**src/rtl/secded_pkg.sv**
```systemverilog
package secded_pkg;

   // Widest codeword the mask helpers can describe.
   localparam int MAX_CW = 256;

   typedef logic [MAX_CW-1:0] cw_mask_t;

   typedef enum logic [1:0] {
      DEC_OK = 2'd0,
      DEC_CE = 2'd1,
      DEC_UE = 2'd2
   } dec_status_e;

   // Hamming check count r: smallest r with 2^r >= data + r + 1.
   function automatic int ham_bits(input int dw);
      int r;
      r = 1;
      while ((1 << r) < dw + r + 1) r++;
      return r;
   endfunction

   function automatic bit is_pow2(input int p);
      return (p > 0) && ((p & (p - 1)) == 0);
   endfunction

   // Codeword position of data bit i: i-th index that is neither 0 nor 2^k.
   function automatic int data_pos(input int i);
      int n;
      int res;
      n   = 0;
      res = 0;
      for (int p = 1; p < MAX_CW; p++) begin
         if (!is_pow2(p)) begin
            if (n == i && res == 0) res = p;
            n++;
         end
      end
      return res;
   endfunction

   // Positions whose index has bit k set.
   function automatic cw_mask_t cover_mask(input int k);
      cw_mask_t m;
      m = '0;
      for (int p = 0; p < MAX_CW; p++) begin
         if (((p >> k) & 1) == 1) m[p] = 1'b1;
      end
      return m;
   endfunction

   // Positions that carry data.
   function automatic cw_mask_t data_mask();
      cw_mask_t m;
      m = '0;
      for (int p = 1; p < MAX_CW; p++) begin
         if (!is_pow2(p)) m[p] = 1'b1;
      end
      return m;
   endfunction

endpackage

```
**src/rtl/secded_addr_fold.sv**
```systemverilog
module secded_addr_fold #(
   parameter int ADDR_W = 32,
   parameter int HAM_W  = 7,
   parameter int ENABLE = 1
) (
   input  logic [ADDR_W-1:0] addr_i,
   output logic [HAM_W-1:0]  fold_o
);

   generate
      if (ENABLE != 0) begin : g_fold
         // Address bit a joins slice (a mod HAM_W); slices are disjoint.
         always_comb begin
            fold_o = '0;
            for (int a = 0; a < ADDR_W; a++) begin
               fold_o[a % HAM_W] = fold_o[a % HAM_W] ^ addr_i[a];
            end
         end
      end else begin : g_nofold
         logic unused_addr;
         assign unused_addr = ^addr_i;
         assign fold_o      = '0;
      end
   endgenerate

endmodule

```
**src/rtl/secded_encoder.sv**
```systemverilog
module secded_encoder
   import secded_pkg::*;
#(
   parameter int DATA_W = 64,
   parameter int HAM_W  = 7,
   parameter int CW_W   = 72
) (
   input  logic [DATA_W-1:0] data_i,
   input  logic [HAM_W-1:0]  fold_i,
   output logic [CW_W-1:0]   code_o
);

   logic [CW_W-1:0]  placed;   // data scattered, check slots zero
   logic [HAM_W-1:0] chk;
   logic [CW_W-1:1]  body;     // everything except the overall bit

   generate
      for (genvar i = 0; i < DATA_W; i++) begin : g_place
         localparam int P = data_pos(i);
         assign placed[P] = data_i[i];
      end
      for (genvar p = 0; p < CW_W; p++) begin : g_zero
         if (p == 0 || is_pow2(p)) begin : g_slot
            assign placed[p] = 1'b0;
         end
      end

      for (genvar k = 0; k < HAM_W; k++) begin : g_chk
         localparam cw_mask_t MK = cover_mask(k);
         // Odd parity over the group, then address slice folded in.
         assign chk[k] = ~(^(placed & MK[CW_W-1:0])) ^ fold_i[k];
      end

      for (genvar p = 1; p < CW_W; p++) begin : g_body
         if (is_pow2(p)) begin : g_c
            assign body[p] = chk[$clog2(p)];
         end else begin : g_d
            assign body[p] = placed[p];
         end
      end
   endgenerate

   assign code_o = {body, ~(^body)};

endmodule

```
**src/rtl/secded_syndrome.sv**
```systemverilog
module secded_syndrome
   import secded_pkg::*;
#(
   parameter int HAM_W = 7,
   parameter int CW_W  = 72
) (
   input  logic [CW_W-1:0]  code_i,
   input  logic [HAM_W-1:0] fold_i,
   output logic [HAM_W-1:0] syn_o,
   output logic             pa_fail_o
);

   generate
      for (genvar k = 0; k < HAM_W; k++) begin : g_syn
         localparam cw_mask_t MK = cover_mask(k);
         // A group with an even count of ones (after unfolding) has failed.
         assign syn_o[k] = ~(^(code_i & MK[CW_W-1:0])) ^ fold_i[k];
      end
   endgenerate

   assign pa_fail_o = ~(^code_i);

endmodule

```
**src/rtl/secded_correct.sv**
```systemverilog
module secded_correct
   import secded_pkg::*;
#(
   parameter int DATA_W = 64,
   parameter int HAM_W  = 7,
   parameter int CW_W   = 72
) (
   input  logic [CW_W-1:0]   code_i,
   input  logic [HAM_W-1:0]  syn_i,
   input  logic              pa_fail_i,
   output logic [DATA_W-1:0] data_o,
   output dec_status_e       status_o
);

   localparam logic [CW_W-1:0] ONE = CW_W'(1);
   localparam cw_mask_t        DM  = data_mask();

   logic [CW_W-1:0] fixed;
   logic            unused_chk;

   always_comb begin
      fixed    = code_i;
      status_o = DEC_UE;
      if (!pa_fail_i && syn_i == '0) begin
         status_o = DEC_OK;
      end else if (pa_fail_i && syn_i == '0) begin
         status_o = DEC_CE;                      // overall bit itself
      end else if (pa_fail_i && int'(syn_i) < CW_W) begin
         status_o = DEC_CE;
         fixed    = code_i ^ (ONE << syn_i);
      end
   end

   generate
      for (genvar i = 0; i < DATA_W; i++) begin : g_extract
         localparam int P = data_pos(i);
         assign data_o[i] = fixed[P];
      end
   endgenerate

   assign unused_chk = ^(fixed & ~DM[CW_W-1:0]);

endmodule

```
**src/rtl/secded_codec.sv**
```systemverilog
module secded_codec
   import secded_pkg::*;
#(
   parameter int DATA_W    = 64,
   parameter int ADDR_W    = 32,
   parameter int ADDR_FOLD = 1,
   localparam int HAM_W    = ham_bits(DATA_W),
   localparam int CW_W     = DATA_W + HAM_W + 1
) (
   input  logic              clk,
   input  logic              rst,
   input  logic [DATA_W-1:0] enc_data,
   input  logic [ADDR_W-1:0] enc_addr,
   output logic [CW_W-1:0]   enc_code,
   input  logic [CW_W-1:0]   dec_code,
   input  logic [ADDR_W-1:0] dec_addr,
   output logic [DATA_W-1:0] dec_data,
   output logic [HAM_W-1:0]  dec_syndrome,
   output logic              dec_ok,
   output logic              dec_ce,
   output logic              dec_ue
);

   generate
      if (DATA_W < 4) begin : g_bad_data
         $error("secded_codec: DATA_W must be at least 4");
      end
      if (ADDR_W < 1) begin : g_bad_addr
         $error("secded_codec: ADDR_W must be at least 1");
      end
      if (CW_W > MAX_CW) begin : g_bad_cw
         $error("secded_codec: codeword wider than MAX_CW");
      end
      if (ADDR_FOLD != 0 && ADDR_FOLD != 1) begin : g_bad_fold
         $error("secded_codec: ADDR_FOLD must be 0 or 1");
      end
   endgenerate

   logic [HAM_W-1:0]  enc_fold, dec_fold;
   logic [HAM_W-1:0]  syn;
   logic              pa_fail;
   logic [DATA_W-1:0] fix_data;
   dec_status_e       status;

   secded_addr_fold #(.ADDR_W(ADDR_W), .HAM_W(HAM_W), .ENABLE(ADDR_FOLD)) u_fold_enc (
      .addr_i (enc_addr),
      .fold_o (enc_fold)
   );

   secded_addr_fold #(.ADDR_W(ADDR_W), .HAM_W(HAM_W), .ENABLE(ADDR_FOLD)) u_fold_dec (
      .addr_i (dec_addr),
      .fold_o (dec_fold)
   );

   secded_encoder #(.DATA_W(DATA_W), .HAM_W(HAM_W), .CW_W(CW_W)) u_enc (
      .data_i (enc_data),
      .fold_i (enc_fold),
      .code_o (enc_code)
   );

   secded_syndrome #(.HAM_W(HAM_W), .CW_W(CW_W)) u_syn (
      .code_i    (dec_code),
      .fold_i    (dec_fold),
      .syn_o     (syn),
      .pa_fail_o (pa_fail)
   );

   secded_correct #(.DATA_W(DATA_W), .HAM_W(HAM_W), .CW_W(CW_W)) u_fix (
      .code_i    (dec_code),
      .syn_i     (syn),
      .pa_fail_i (pa_fail),
      .data_o    (fix_data),
      .status_o  (status)
   );

   always_ff @(posedge clk) begin
      if (rst) begin
         dec_data     <= '0;
         dec_syndrome <= '0;
         dec_ok       <= 1'b0;
         dec_ce       <= 1'b0;
         dec_ue       <= 1'b0;
      end else begin
         dec_data     <= fix_data;
         dec_syndrome <= syn;
         dec_ok       <= (status == DEC_OK);
         dec_ce       <= (status == DEC_CE);
         dec_ue       <= (status == DEC_UE);
      end
   end

endmodule

```
**config.mk**
```make
export PLATFORM = sky130hd
export DESIGN_NAME = secded_codec
export DESIGN_NICKNAME = d
export VERILOG_FILES = /design/src/rtl/secded_pkg.sv /design/src/rtl/secded_addr_fold.sv /design/src/rtl/secded_encoder.sv /design/src/rtl/secded_syndrome.sv /design/src/rtl/secded_correct.sv /design/src/rtl/secded_codec.sv
export SDC_FILE = /design/constraint.sdc
export NUM_CORES = 1
export LEC_CHECK = 0
export ABC_AREA = 0
export BUFFER_PORTS_ARGS = -buffer_cell sky130_fd_sc_hd__buf_2
export CAP_MARGIN = 30
export CORE_AREA = 2 2 136 138
export CTS_CLUSTER_SIZE = 25
export DETAILED_ROUTE_END_ITERATION = 16
export DIE_AREA = 0 0 138 140
export PLACE_DENSITY_LB_ADDON = 0.15
export RECOVER_POWER = 50
export SLEW_MARGIN = 20
export SYNTH_ARGS = -nofsm -noshare
export SYNTH_HDL_FRONTEND = slang
export SYNTH_SLANG_ARGS = --single-unit
```
**constraint.sdc**
```tcl
create_clock -name clk -period 3.8 [get_ports clk]
set_input_delay 0.19 -clock clk [delete_from_list [all_inputs] [get_ports clk]]
set_output_delay 0.19 -clock clk [all_outputs]
set_load 0.01 [all_outputs]
```
==> out/results.ini <==
[outcome]
status=completed

[job]
drv_cap=0

[clock_tree]
cts-root-buf=clkbuf_16
clk_pin_slew_ps=60
clock-sinks=74
clock_path_buffers=2
cts_buffers=9
hold_buffers=0
cts_resized=0
cts_tree=done
cts_max_level=3
cts_setup_buffers=0

[worst_hold_path]
worstHoldPathType=input pin to flip-flop

[placed_design]
place_congestion=0.866
io_buffers=347
placed_area_um2=8660
hpwl_um=20600

[setup_path]
cp_max_fo=12
worstPathArrival_ps=3490
end_kind=flip-flop
startpoint_type=input pin
worstSetupPathType=input pin to flip-flop
cp.required_ps=4080

[power_and_ir_drop]
pwr_density_cell_nw_per_um2=901
vdd_drop_max_uv=717
total_leakage_power_nw=3.50

[detailed_routing]
vias=6360
drtIter0Drc=445
ant_nets=0
route.detailed.drc=0
drt_pre_antenna_iters=4
wire_per_inst_um=18.6
viasPerCell=4.88
wl_um=24300

[logic_synthesis]
synth_top_family_by_area=XOR/XNOR gates
syn_avg_cell_area_um2=9.10
synth.distinct_cells=50
muxShareOfSynthArea_pct=0.321
synthesis.area_um2=7010
synth-simple-area-share_pct=11.6
yosys.area_share.adder_pct=0
synthCells=770
synth_xor_area_share_pct=47.7
synth-edff-count=0
ys_seq_area_share_pct=21.1
synth_nets=972
ys_ff_latch=74
yosys_warnings=0
synth-compound-area-share_pct=11.0
ys.flop_type=dfxtp_1
synthArstFlopShare_pct=0

[sta]
setup_tns_ps=0
slew_violations=0
setup_viol=0
max_clock_freq_ghz=0.312
tightest_slew_ps=930
period_share_pct=84.4
finalCriticalPeriod_ps=3210
timing.final.hold_violations=0
rsz0062_at_grt=no
relSlewSlack_pct=37.8

[grt]
first_global_vias=6097
grt_max_degree=45
antenna_found_initial=1
grt_overflow=0
grt_use_total_pct=24.3
grt_pass1_wl_um=36000

[floorplan]
dieArea_um2=19300
die_w_um=138
row_count=49
die_h_um=140
fp.coreArea_um2=17800
ioPinCount=348
initial_core_util_pct=39.4

[finish]
n_antenna_cell=0
drive_gt1_share_pct=28.9
final_cell_area_um2=8810
nets=1272
fill_cells=1840
area_delta_synth_final_pct=25.8

final cells by class:
cell class / count / area (µm²) / share of cell area [%]
clock buffers: 11 / 253 / 2.87
clock inverters: 5 / 36.3 / 0.412
inverters: 2 / 7.51 / 0.0852
multi-input cells: 609 / 4950 / 56.1
flip-flops and latches: 74 / 1480 / 16.8
well taps: 229 / 287 / 3.25
repair buffers: 374 / 1800 / 20.4
report_power, final:
group | switching [mW] | internal, mW | leakage [nW] | total, mW
clock | 0.357 | 0.479 | 0.134 | 0.836
sequential | 0.0313 | 0.886 | 0.616 | 0.917
combinational | 3.72 | 2.47 | 2.75 | 6.18
cell usage after synthesis, types with 5 or more instances:
cell	n	area, µm²
buf_4	64	480
xnor3_1	13	293
nor2b_1	5	31.3
a21oi_1	52	260
nand3b_1	8	60.1
xor2_1	43	377
xnor2_1	276	2420
nor3_1	14	70.1
or3_1	25	156
o21ai_0	27	135
nand2b_1	9	56.3
a21bo_2	6	60.1
clkbuf_1	16	60.1
o31ai_1	13	97.6
or4_1	13	97.6
nor2_1	32	120
nand2_1	13	48.8
nand3_1	8	40.0
dfxtp_1	74	1480
xnor2_2	7	114
sequential cells by signal, indices dropped and copies added, names as in the netlist:
name	cells
dec_data	64
dec_syndrome	7
dec_ce	1
dec_ue	1
dec_ok	1
logic make-up (layout without fill, tap and decap cells):
| family | Yosys count | after routing |
|---|---|---|
| AOI/OAI and AO/OA | 120 | 120 |
| xor gates and xnor gates | 345 | 345 |
| buffers and inverters | 87 | 392 |
| DFF | 74 | 74 |
| muxes | 2 | 2 |
| and+or+nand+nor | 142 | 142 |
layout by cell type, fill, tap and decap left out, drive strengths merged, types with 4 or more instances in the layout:
cell type  count
a21bo          6
xor3           4
a21oi         52
o21ai         29
nand3          8
nand2         13
a31o           6
dfxtp         74
nor4           4
nor2          32
nor3          14
xnor3         15
buf          264
xnor2        283
o31ai         13
nand2b         9
nor2b          5
o211ai         4
clkbuf       121
xor2          43
or4           13
nand3b         8
or3           26
nand4          4
routing by layer:
| layer | GRT usage, % | vias to the layer above | share of wire [%] |
|---|---|---|---|
| li1 | - | 3121 | - |
| met1 | 33.4 | 2928 | 45 |
| met2 | 40.1 | 287 | 46 |
| met3 | 4.92 | 22 | 7.1 |
| met4 | 4.51 | 2 | 1.2 |
| met5 | 0 | - | 0.045 |
critical path, stage by stage:
cell     delay [ps]
buf_2           150
xor2_1          280
xnor2_1         160
buf_4           160
xor2_1          140
xnor3_1         460
xor2_1          750
nand4_1         460
or4_1           580
a21oi_1         150
worst paths after layout:
check    startpoint                      end  slack, ps  cells past startpoint
max    dec_code[26]  dec_data[40]$_SDFF_PP0_        590                     10
min    dec_code[20]  dec_data[14]$_SDFF_PP0_        130                      3
metrics by stage:
step	power, mW	hold slack (ps)	worst slack (ps)	std cells	utilization [%]
final	7.94	127	592	1304	49.6
after global routing	8.38	140	439	1304	49.6
after CTS	7.92	117	628	1304	50.3
after detailed placement	7.06	481	282	1288	48.7
after global placement	7.06	483	305	1288	48.7
after floorplan	4.97	332	1010	770	-
No activity file was read; power rests on OpenSTA's default activity.
